File: config.mk
export PLATFORM = sky130hd
export DESIGN_NAME = aeag_top
export DESIGN_NICKNAME = d
export VERILOG_FILES = /design/src/rtl/aeag_pkg.sv /design/src/rtl/aeag_classify.sv /design/src/rtl/aeag_bank_reg.sv /design/src/rtl/aeag_page_mux.sv /design/src/rtl/aeag_top.sv
export SDC_FILE = /design/constraint.sdc
export NUM_CORES = 1
export LEC_CHECK = 0
export ABC_AREA = 1
export BUFFER_PORTS_ARGS = -buffer_cell sky130_fd_sc_hd__buf_2
export CORE_MARGIN = 4
export CORE_UTILIZATION = 28
export CTS_BUF_LIST = sky130_fd_sc_hd__clkbuf_16
export CTS_CLUSTER_SIZE = 24
export DETAILED_ROUTE_END_ITERATION = 8
export PLACE_DENSITY = 0.72
export SETUP_SLACK_MARGIN = 0.15
export SLEW_MARGIN = 15
export SYNTH_ARGS = -nofsm -noshare
export SYNTH_HDL_FRONTEND = slang
export SYNTH_SLANG_ARGS = --single-unit
File: constraint.sdc
create_clock -name clk -period 1.45 [get_ports clk]
set_clock_uncertainty 0.05 [all_clocks]
set_input_delay 0.3625 -clock clk [delete_from_list [all_inputs] [get_ports clk]]
set_output_delay 0.3625 -clock clk [all_outputs]
set_load 0.05 [all_outputs]
File: src/rtl/aeag_pkg.sv
package aeag_pkg;
    localparam int WORD_W  = 18;
    localparam int FUNC_W  = 6;
    localparam int FIELD_W = 12;
    localparam int PAGE_W  = 5;
    localparam int EA_W    = PAGE_W + FIELD_W;
    localparam int SUB_W   = FIELD_W / 2;
    localparam int NCODES  = 1 << FUNC_W;

    typedef enum logic [1:0] {
        CLS_PAGED = 2'd0,
        CLS_FIXED = 2'd1,
        CLS_IMM   = 2'd2,
        CLS_TRI   = 2'd3
    } cls_e;

    typedef struct packed {
        logic              ctl;
        logic [PAGE_W-1:0] bank;
    } bankreg_t;
endpackage

File: src/rtl/aeag_classify.sv
module aeag_classify
    import aeag_pkg::*;
#(
    parameter logic [NCODES-1:0] T1_MASK  = 64'h0000_0000_FFFF_FFFE,
    parameter logic [NCODES-1:0] IMM_MASK = 64'h0000_00FF_0000_0000,
    parameter logic [NCODES-1:0] T3_MASK  = 64'hF000_0000_0000_0000
) (
    input  logic [FUNC_W-1:0] func_i,
    output cls_e              cls_o
);
    always_comb begin
        if (T3_MASK[func_i])
            cls_o = CLS_TRI;
        else if (IMM_MASK[func_i])
            cls_o = CLS_IMM;
        else if (T1_MASK[func_i])
            cls_o = CLS_PAGED;
        else
            cls_o = CLS_FIXED;
    end
endmodule

File: src/rtl/aeag_bank_reg.sv
module aeag_bank_reg
    import aeag_pkg::*;
(
    input  logic     clk,
    input  logic     rst_n,
    input  logic     we_i,
    input  bankreg_t wdata_i,
    output bankreg_t sr_o
);
    bankreg_t sr_d, sr_q;

    always_comb begin
        sr_d = sr_q;
        if (we_i)
            sr_d = wdata_i;
    end

    always_ff @(posedge clk) begin
        if (!rst_n)
            sr_q <= '0;
        else
            sr_q <= sr_d;
    end

    assign sr_o = sr_q;

    AST_SR_LOAD: assert property (@(posedge clk) disable iff (!rst_n)
        we_i |=> (sr_o == $past(wdata_i)));
    AST_SR_HOLD: assert property (@(posedge clk) disable iff (!rst_n)
        !we_i |=> $stable(sr_o));
endmodule

File: src/rtl/aeag_page_mux.sv
module aeag_page_mux
    import aeag_pkg::*;
(
    input  cls_e               cls_i,
    input  bankreg_t           sr_i,
    input  logic [WORD_W-1:0]  instr_i,
    input  logic [PAGE_W-1:0]  iar_page_i,
    output logic [EA_W-1:0]    ea_o,
    output logic               addr_valid_o,
    output logic [FIELD_W-1:0] imm_o,
    output logic               imm_valid_o,
    output logic               is_type3_o,
    output logic [SUB_W-1:0]   t3_minor_o,
    output logic [SUB_W-1:0]   t3_data_o
);
    logic [FIELD_W-1:0] field;
    logic [PAGE_W-1:0]  page;

    assign field = instr_i[FIELD_W-1:0];

    always_comb begin
        page         = iar_page_i;
        ea_o         = '0;
        addr_valid_o = 1'b0;
        imm_o        = '0;
        imm_valid_o  = 1'b0;
        is_type3_o   = 1'b0;
        t3_minor_o   = '0;
        t3_data_o    = '0;
        unique case (cls_i)
            CLS_PAGED: begin
                if (sr_i.ctl)
                    page = sr_i.bank;
                ea_o         = {page, field};
                addr_valid_o = 1'b1;
            end
            CLS_FIXED: begin
                ea_o         = {page, field};
                addr_valid_o = 1'b1;
            end
            CLS_IMM: begin
                imm_o       = field;
                imm_valid_o = 1'b1;
            end
            CLS_TRI: begin
                is_type3_o = 1'b1;
                t3_minor_o = field[FIELD_W-1:SUB_W];
                t3_data_o  = field[SUB_W-1:0];
            end
            default: ;
        endcase
    end
endmodule

File: src/rtl/aeag_top.sv
module aeag_top
    import aeag_pkg::*;
#(
    parameter logic [NCODES-1:0] T1_MASK  = 64'h0000_0000_FFFF_FFFE,
    parameter logic [NCODES-1:0] IMM_MASK = 64'h0000_00FF_0000_0000,
    parameter logic [NCODES-1:0] T3_MASK  = 64'hF000_0000_0000_0000
) (
    input  logic               clk,
    input  logic               rst_n,
    input  logic [WORD_W-1:0]  instr_i,
    input  logic [EA_W-1:0]    iar_i,
    input  logic               sr_we_i,
    input  logic [5:0]         sr_wdata_i,
    output logic [EA_W-1:0]    ea_o,
    output logic               addr_valid_o,
    output logic [FIELD_W-1:0] imm_o,
    output logic               imm_valid_o,
    output logic               is_type3_o,
    output logic [SUB_W-1:0]   t3_minor_o,
    output logic [SUB_W-1:0]   t3_data_o
);
    cls_e     cls;
    bankreg_t sr;
    logic     unused_iar;

    assign unused_iar = ^iar_i[FIELD_W-1:0];

    aeag_classify #(
        .T1_MASK (T1_MASK),
        .IMM_MASK(IMM_MASK),
        .T3_MASK (T3_MASK)
    ) u_cls (
        .func_i(instr_i[WORD_W-1:FIELD_W]),
        .cls_o (cls)
    );

    aeag_bank_reg u_sr (
        .clk    (clk),
        .rst_n  (rst_n),
        .we_i   (sr_we_i),
        .wdata_i(bankreg_t'(sr_wdata_i)),
        .sr_o   (sr)
    );

    aeag_page_mux u_mux (
        .cls_i       (cls),
        .sr_i        (sr),
        .instr_i     (instr_i),
        .iar_page_i  (iar_i[EA_W-1:FIELD_W]),
        .ea_o        (ea_o),
        .addr_valid_o(addr_valid_o),
        .imm_o       (imm_o),
        .imm_valid_o (imm_valid_o),
        .is_type3_o  (is_type3_o),
        .t3_minor_o  (t3_minor_o),
        .t3_data_o   (t3_data_o)
    );

    AST_ONE_CLASS: assert property (@(posedge clk) disable iff (!rst_n)
        $countones({addr_valid_o, imm_valid_o, is_type3_o}) == 1);
    AST_BANK_PAGE: assert property (@(posedge clk) disable iff (!rst_n)
        (cls == CLS_PAGED && sr.ctl) |-> (ea_o[EA_W-1:FIELD_W] == sr.bank));
    AST_FIXED_PAGE: assert property (@(posedge clk) disable iff (!rst_n)
        (cls == CLS_FIXED) |-> (ea_o[EA_W-1:FIELD_W] == iar_i[EA_W-1:FIELD_W]));
    AST_FIELD_KEPT: assert property (@(posedge clk) disable iff (!rst_n)
        addr_valid_o |-> (ea_o[FIELD_W-1:0] == instr_i[FIELD_W-1:0]));
    AST_IMM_NO_ADDR: assert property (@(posedge clk) disable iff (!rst_n)
        imm_valid_o |-> (ea_o == '0 && imm_o == instr_i[FIELD_W-1:0]));
    AST_TRI_QUIET: assert property (@(posedge clk) disable iff (!rst_n)
        is_type3_o |-> (ea_o == '0 && imm_o == '0));
endmodule

Word level (Yosys, flattened, before mapping):

Memory sizes are Yosys's and may differ from the RTL's.
Index checks and enable logic that the tools add are counted.

* word-level logic and storage cells: 25
* output and inout bits: 44
* input bits: 44
* memory bits (read-only): 192
* register bits after elaboration: 6
* memories kept: 3

* muxes and demuxes: 14
* order comparisons: 1
* eq/ne operators: 3
* reduce and logical (&&, ||, !) cells: 2

Memory list
* (no name shown): depth 64, width 1, read ports 1, clocked after Yosys merged registers in 0, wr ports 0, RTL line aeag_classify.sv:12 `if (T3_MASK[func_i])`
* (no name shown): depth 64, width 1, read ports 1, clocked after Yosys merged registers in 0, wr ports 0, RTL line aeag_classify.sv:14 `else if (IMM_MASK[func_i])`
* (no name shown): depth 64, width 1, read ports 1, clocked after Yosys merged registers in 0, wr ports 0, RTL line aeag_classify.sv:16 `else if (T1_MASK[func_i])`

Operators by type and width (count)
* $pmux 17 s2: 1
* $mux 12: 1
* $mux 6: 2
* $lt 6x7->1 const B: 1
* $mux 1: 7
* $mux 5: 1
* $eq 2x2->1 const B: 2
* $mux 2: 2
* $eq 2x1->1 const B: 1
* $logic_not 2->1: 1
* $reduce_or 2->1: 1

Longest topological paths before layout:

* depth in word-level cells: 8
* gate-level depth with buffers: 7

By module:

A second synthesis with hierarchy kept.

* cell total of the unflattened synthesis: 143
* area, all modules: 689.4 µm²

By module, submodules not included
* aeag_page_mux: times used 1, seq. area each 0.0 µm², cells each 96, area each 384.1 µm²
* aeag_bank_reg: times used 1, seq. area each 120.1 µm², cells each 37, area each 256.5 µm²
* aeag_classify: times used 1, seq. area each 0.0 µm², cells each 10, area each 48.8 µm²

Worst setup path before layout:

Ideal clock, no wire load.

* path kind: in2out
* from: in instr_i[15]
* to: out imm_o[10]
* path buffers: 1
* path slack: -0.673 ns
* arrival: 1.711 ns
* cell stages on the path: 6
* required time: 1.038 ns
* cell sequence: inv_1 > nand2_2 > nor2_4 > inv_2 > buf_6 > nor2_1

* word-level cells in the longest chain between the ends: 7
* elaborated cells on any way between the ends: 11
* those cells by class: eq/ne: 1; mux: 7; memory: 3

Ends and longest elaborated chain
* start: declaration: RTL line aeag_top.sv:10 `input logic [WORD_W-1:0] instr_i,`
* $mem_v2 64x1
* $mux 1 (implied by the code): RTL line aeag_classify.sv:16
* $mux 1: RTL line aeag_classify.sv:16
* $mux 2: RTL line aeag_classify.sv:14
* $mux 2 *: RTL line aeag_classify.sv:12
* $eq 2x2->1 *: RTL line aeag_page_mux.sv:30 `unique case (cls_i)`
* $mux 12 *: RTL line aeag_page_mux.sv:30
* end: declaration: RTL line aeag_top.sv:16 `output logic [FIELD_W-1:0] imm_o,`

Every way passes the cells marked *; elsewhere a longest branch is shown, timed or not. The select of a mux whose other input is x is not followed.

Worst setup path in the final report:

* from: in instr_i[15]
* to: out ea_o[2]

* word-level cells in the longest chain between the ends: 7
* elaborated cells on any way between the ends: 12
* those cells by class: eq/ne: 1; mux: 7; reduce/logical: 1; memory: 3

Ends and longest elaborated chain
* $mem_v2 64x1
* $mux 1 (implied by the code): RTL line aeag_classify.sv:16
* $mux 1: RTL line aeag_classify.sv:16
* $mux 2: RTL line aeag_classify.sv:14
* $mux 2 *: RTL line aeag_classify.sv:12
* $eq 2x1->1 / $logic_not 2->1 (equally long branches): RTL line aeag_page_mux.sv:30
* $pmux 17 s2 *: RTL line aeag_page_mux.sv:30
* end: declaration: RTL line aeag_top.sv:14 `output logic [EA_W-1:0] ea_o,`

Marks and branches as above.

==> PnR_summary.wiki <==
{| class="wikitable"
! Metric !! Value
|-
| Cts hold-fix bufs || 0
|-
| Share of layout cells above drive strength 1 || a little under three quarters
|-
| Routability-driven placement congestion ratio || 0.835
|-
| Largest net degree at the start of global routing || 13
|-
| TritonRoute pass-1 iters || 4
|-
| Max FFs per register || 6
|-
| Combinational power share || 52.0%
|-
| Area Overhead vs Synth || 180%
|-
| Proportion of total power due to net switching || a little over 40%
|-
| FF-to-FF setup slack || 0.71 ns
|-
| Worst setup margin || -0.223 ns
|-
| Sequential share of power || 14.1%
|-
| Worst reg2reg path depth || 2
|-
| Setup repair after global routing missed its margin || yes
|-
| Clock input transition at the sequential cells of the worst setup and hold paths || around 0.030 ns
|-
| Power density over the cells || 694 nW/um2
|-
| Fill cell total of the finished layout || 132
|-
| Via count of the first global-routing pass || approximately 1100
|-
| WP data arrival || 1.26 ns
|-
| Critical path required time || ~1.0 ns
|-
| Syn Std Cell Area || 686 um2
|-
| Result of the run || finished, violations left
|-
| GRT Resource Usage Total || 20.1%
|-
| Cell-internal power || 793 uW
|-
| Area enclosed by the die boundary || 3300 um2
|-
| Sum of negative setup slack || -8.11 ns
|-
| Power Total || 1330 uW
|-
| Number of hold violations in the final report || 0
|-
| Category of the worst setup path capture point || output pin
|-
| Total clock buffers created by CTS || 3
|-
| Register area share after synthesis || 17.5%
|-
| # diodes || 0
|-
| Crit Path Class || input pin to output pin
|-
| Critical R2R Launch || u_sr.sr_o[5]
|-
| Post-layout net count || 259
|-
| Measured slew at the worst slew-check pin || 0.279 ns
|-
| Drt via density || 4.61
|-
| Standard cell core area || approximately 2300 um2
|-
| Average wire per cell in the routed design || 13.5 um
|-
| Number of violations reported at the end of detailed-routing iteration 0 || 33
|-
| Number of buffers on the longest clock path || 2
|-
| First-pass GRT wire length || 5.24 mm
|-
| Fin crit period || between 1.5 and 2 ns
|-
| Critical path launch point type || input pin
|-
| DRT Wirelength || 3.25 mm
|-
| GRT Residual Overflow || 0
|-
| Max-cap check violation count || 0
|-
| Clock latency on the worst-skew pair || 0.23 ns
|-
| Maximum clock frequency || 598 MHz
|-
| Headroom to the max-slew limit || around four fifths
|-
| Leakage power || between 0.0009 and 0.001 uW
|-
| Hold Path Origin || sr_wdata_i[1]
|-
| Via Count || 1110
|-
| Cell at the root of the clock tree || clkbuf_16
|-
| Fraction of power consumed by the clock network || 33.9%
|-
| Count of mapped cells out of synthesis || 125
|-
| Number of placed I/O pins || 88
|-
| Number of synthesis warnings || 0
|-
| Net Count, Synth || around 170
|-
| Final setup violating endpoints || 44
|-
| Worst hold path depth || 3
|-
| Final cycle utilization of the critical path || 115%
|-
| Detailed Place HPWL || around 2.2 mm
|-
| Sink Count || 6
|-
| Worst supply voltage drop on vdd || 919 uV
|-
| Die Span X || 57.5 um
|-
| Switching Power || 540 uW
|-
| Total of buffers placed on input and output ports || between 70 and 80
|-
| Count of nets left with antenna violations after detail routing || 0
|-
| Syn avg cell area || 5.49 um2
|-
| Endpoint of the worst-slack reg-to-reg timing path || u_sr.sr_o[5]
|-
| Destination of the worst hold path || u_sr.sr_o[1]
|-
| Clock tree from TritonCTS || done
|-
| Number of distinct library cells after synthesis || 15
|-
| Multi-input gate area in the final layout || 778 um2
|-
| Tightest Hold Check Type || input pin to flip-flop
|-
| Maximum fanout along the worst path || 6
|-
| Final instance area || 1920 um2
|-
| Post-detailed-placement cell area || 1420 um2
|-
| Final core utilization || 84.3%
|-
| Max-slew violation count || 0
|-
| Residual DRC || 0
|-
| Starting utilization of the core area || approximately 30%
|-
| Total area of sequential cells || 121 um2
|-
| Die H || 57.5 um
|-
| Flip-flop and latch count after synthesis || 6
|-
| Max H-tree Level || 1
|-
| Violations in the final reports || negative setup slack
|-
| Initial antenna violation count || 0
|-
| FP Rows || 17
|}
[synthesized netlist by cell type]
library cell	count	area share, %
nor2_1	39	21
inv_1	23	13
nand2_1	18	9.9
nor2_2	11	10
o21ai_0	11	8.0
dfxtp_1	6	18
nand3_1	6	4.4
buf_6	2	3.3
inv_2	2	1.1
nor2_4	2	3.3
buf_12	1	2.9
clkbuf_1	1	0.55
inv_6	1	1.3
nand2_2	1	0.91
nor2_8	1	2.9
[cell families (layout without fill, tap and decap cells)]
family | after synthesis | after routing | synth area share (%)
compound gates | 11 | 11 | 8.03
buf+inv | 30 | 118 | 21.7
flops | 6 | 6 | 17.5
simple gates | 78 | 78 | 52.7
[timing repair]
item	in CTS	in global routing
gates cloned	1	0
resized for setup	88	10
setup endpoints to repair	44	44
pin swaps	8	1
setup buffers	7	2
[critical path: stages]
cell,delay [ns]
buf_12,0.12
inv_12,0.04
nand2_4,0.04
nor2_4,0.20
nor2_8,0.06
buf_12,0.15
inv_12,0.09
nor2_4,0.04
buf_6,0.15
[per-layer routing]
layer	part of all wire (%)	vias to the layer above	track usage (%)
met4	1.4	0	5.30
met3	11	6	6.33
met5	0	-	0
met2	55	65	38.4
met1	33	497	20.8
li1	-	542	-
[cell type report]
class                           count  area share, %
Inverter                           26           7.56
Clock buffer                        3           3.91
Timing Repair Buffer               88           39.0
Timing Repair inverter              1          0.847
Tap cell                           28           1.83
Multi-Input combinational cell     89           40.5
Sequential cell                     6           6.32
[placed cells by master (no fill, tap or decap)]
cell and instances:
o21ai_0 11, buf_8 5, inv_2 1, nand3_4 4, inv_12 3, nand2_2 1, nor2_1 14, buf_4 34
clkinv_8 1, nand3_1 1, nor2_8 1, buf_6 18, dfxtp_2 1, buf_2 27, inv_6 2, nor2_2 1
buf_12 4, nand2_1 10, nor2_4 37, clkbuf_16 3, inv_1 20, dfxtp_1 5, nand2_4 7, nand3_2 1
nand2_8 1
[worst max path at each step]
stage | startpoint | endpoint | slack (ns) | cells after the start
2_1_floorplan | instr_i[15] | imm_o[1] | -0.33 | 6
3_3_place_gp | instr_i[16] | ea_o[14] | -0.38 | 8
3_5_place_dp | instr_i[16] | ea_o[14] | -0.42 | 8
4_1_cts | instr_i[16] | ea_o[6] | -0.24 | 9
5_1_grt | instr_i[14] | ea_o[9] | -0.26 | 8
6_report | instr_i[15] | ea_o[2] | -0.22 | 9
[stage by stage]
| stage | hold slack [ns] | cells | setup slack (ns) |
|---|---|---|---|
| 4_1_cts | 0.311 | 239 | -0.239 |
| 3_3_place_gp | 0.434 | 228 | -0.377 |
| 5_1_grt | 0.327 | 241 | -0.265 |
| 3_5_place_dp | 0.446 | 228 | -0.416 |
| 2_1_floorplan | 0.413 | 125 | -0.333 |
| 6_report | 0.306 | 241 | -0.223 |
[power groups by stage]
stage / clock [uW] / sequential (uW) / combinational, uW
after global routing: 471 / 189 / 729
after CTS: 458 / 187 / 675
final: 452 / 188 / 693
after detailed placement: 0 / 189 / 537
after floorplan: 0 / 184 / 421
after global placement: 0 / 189 / 528
No activity file was read; power rests on OpenSTA's default activity.
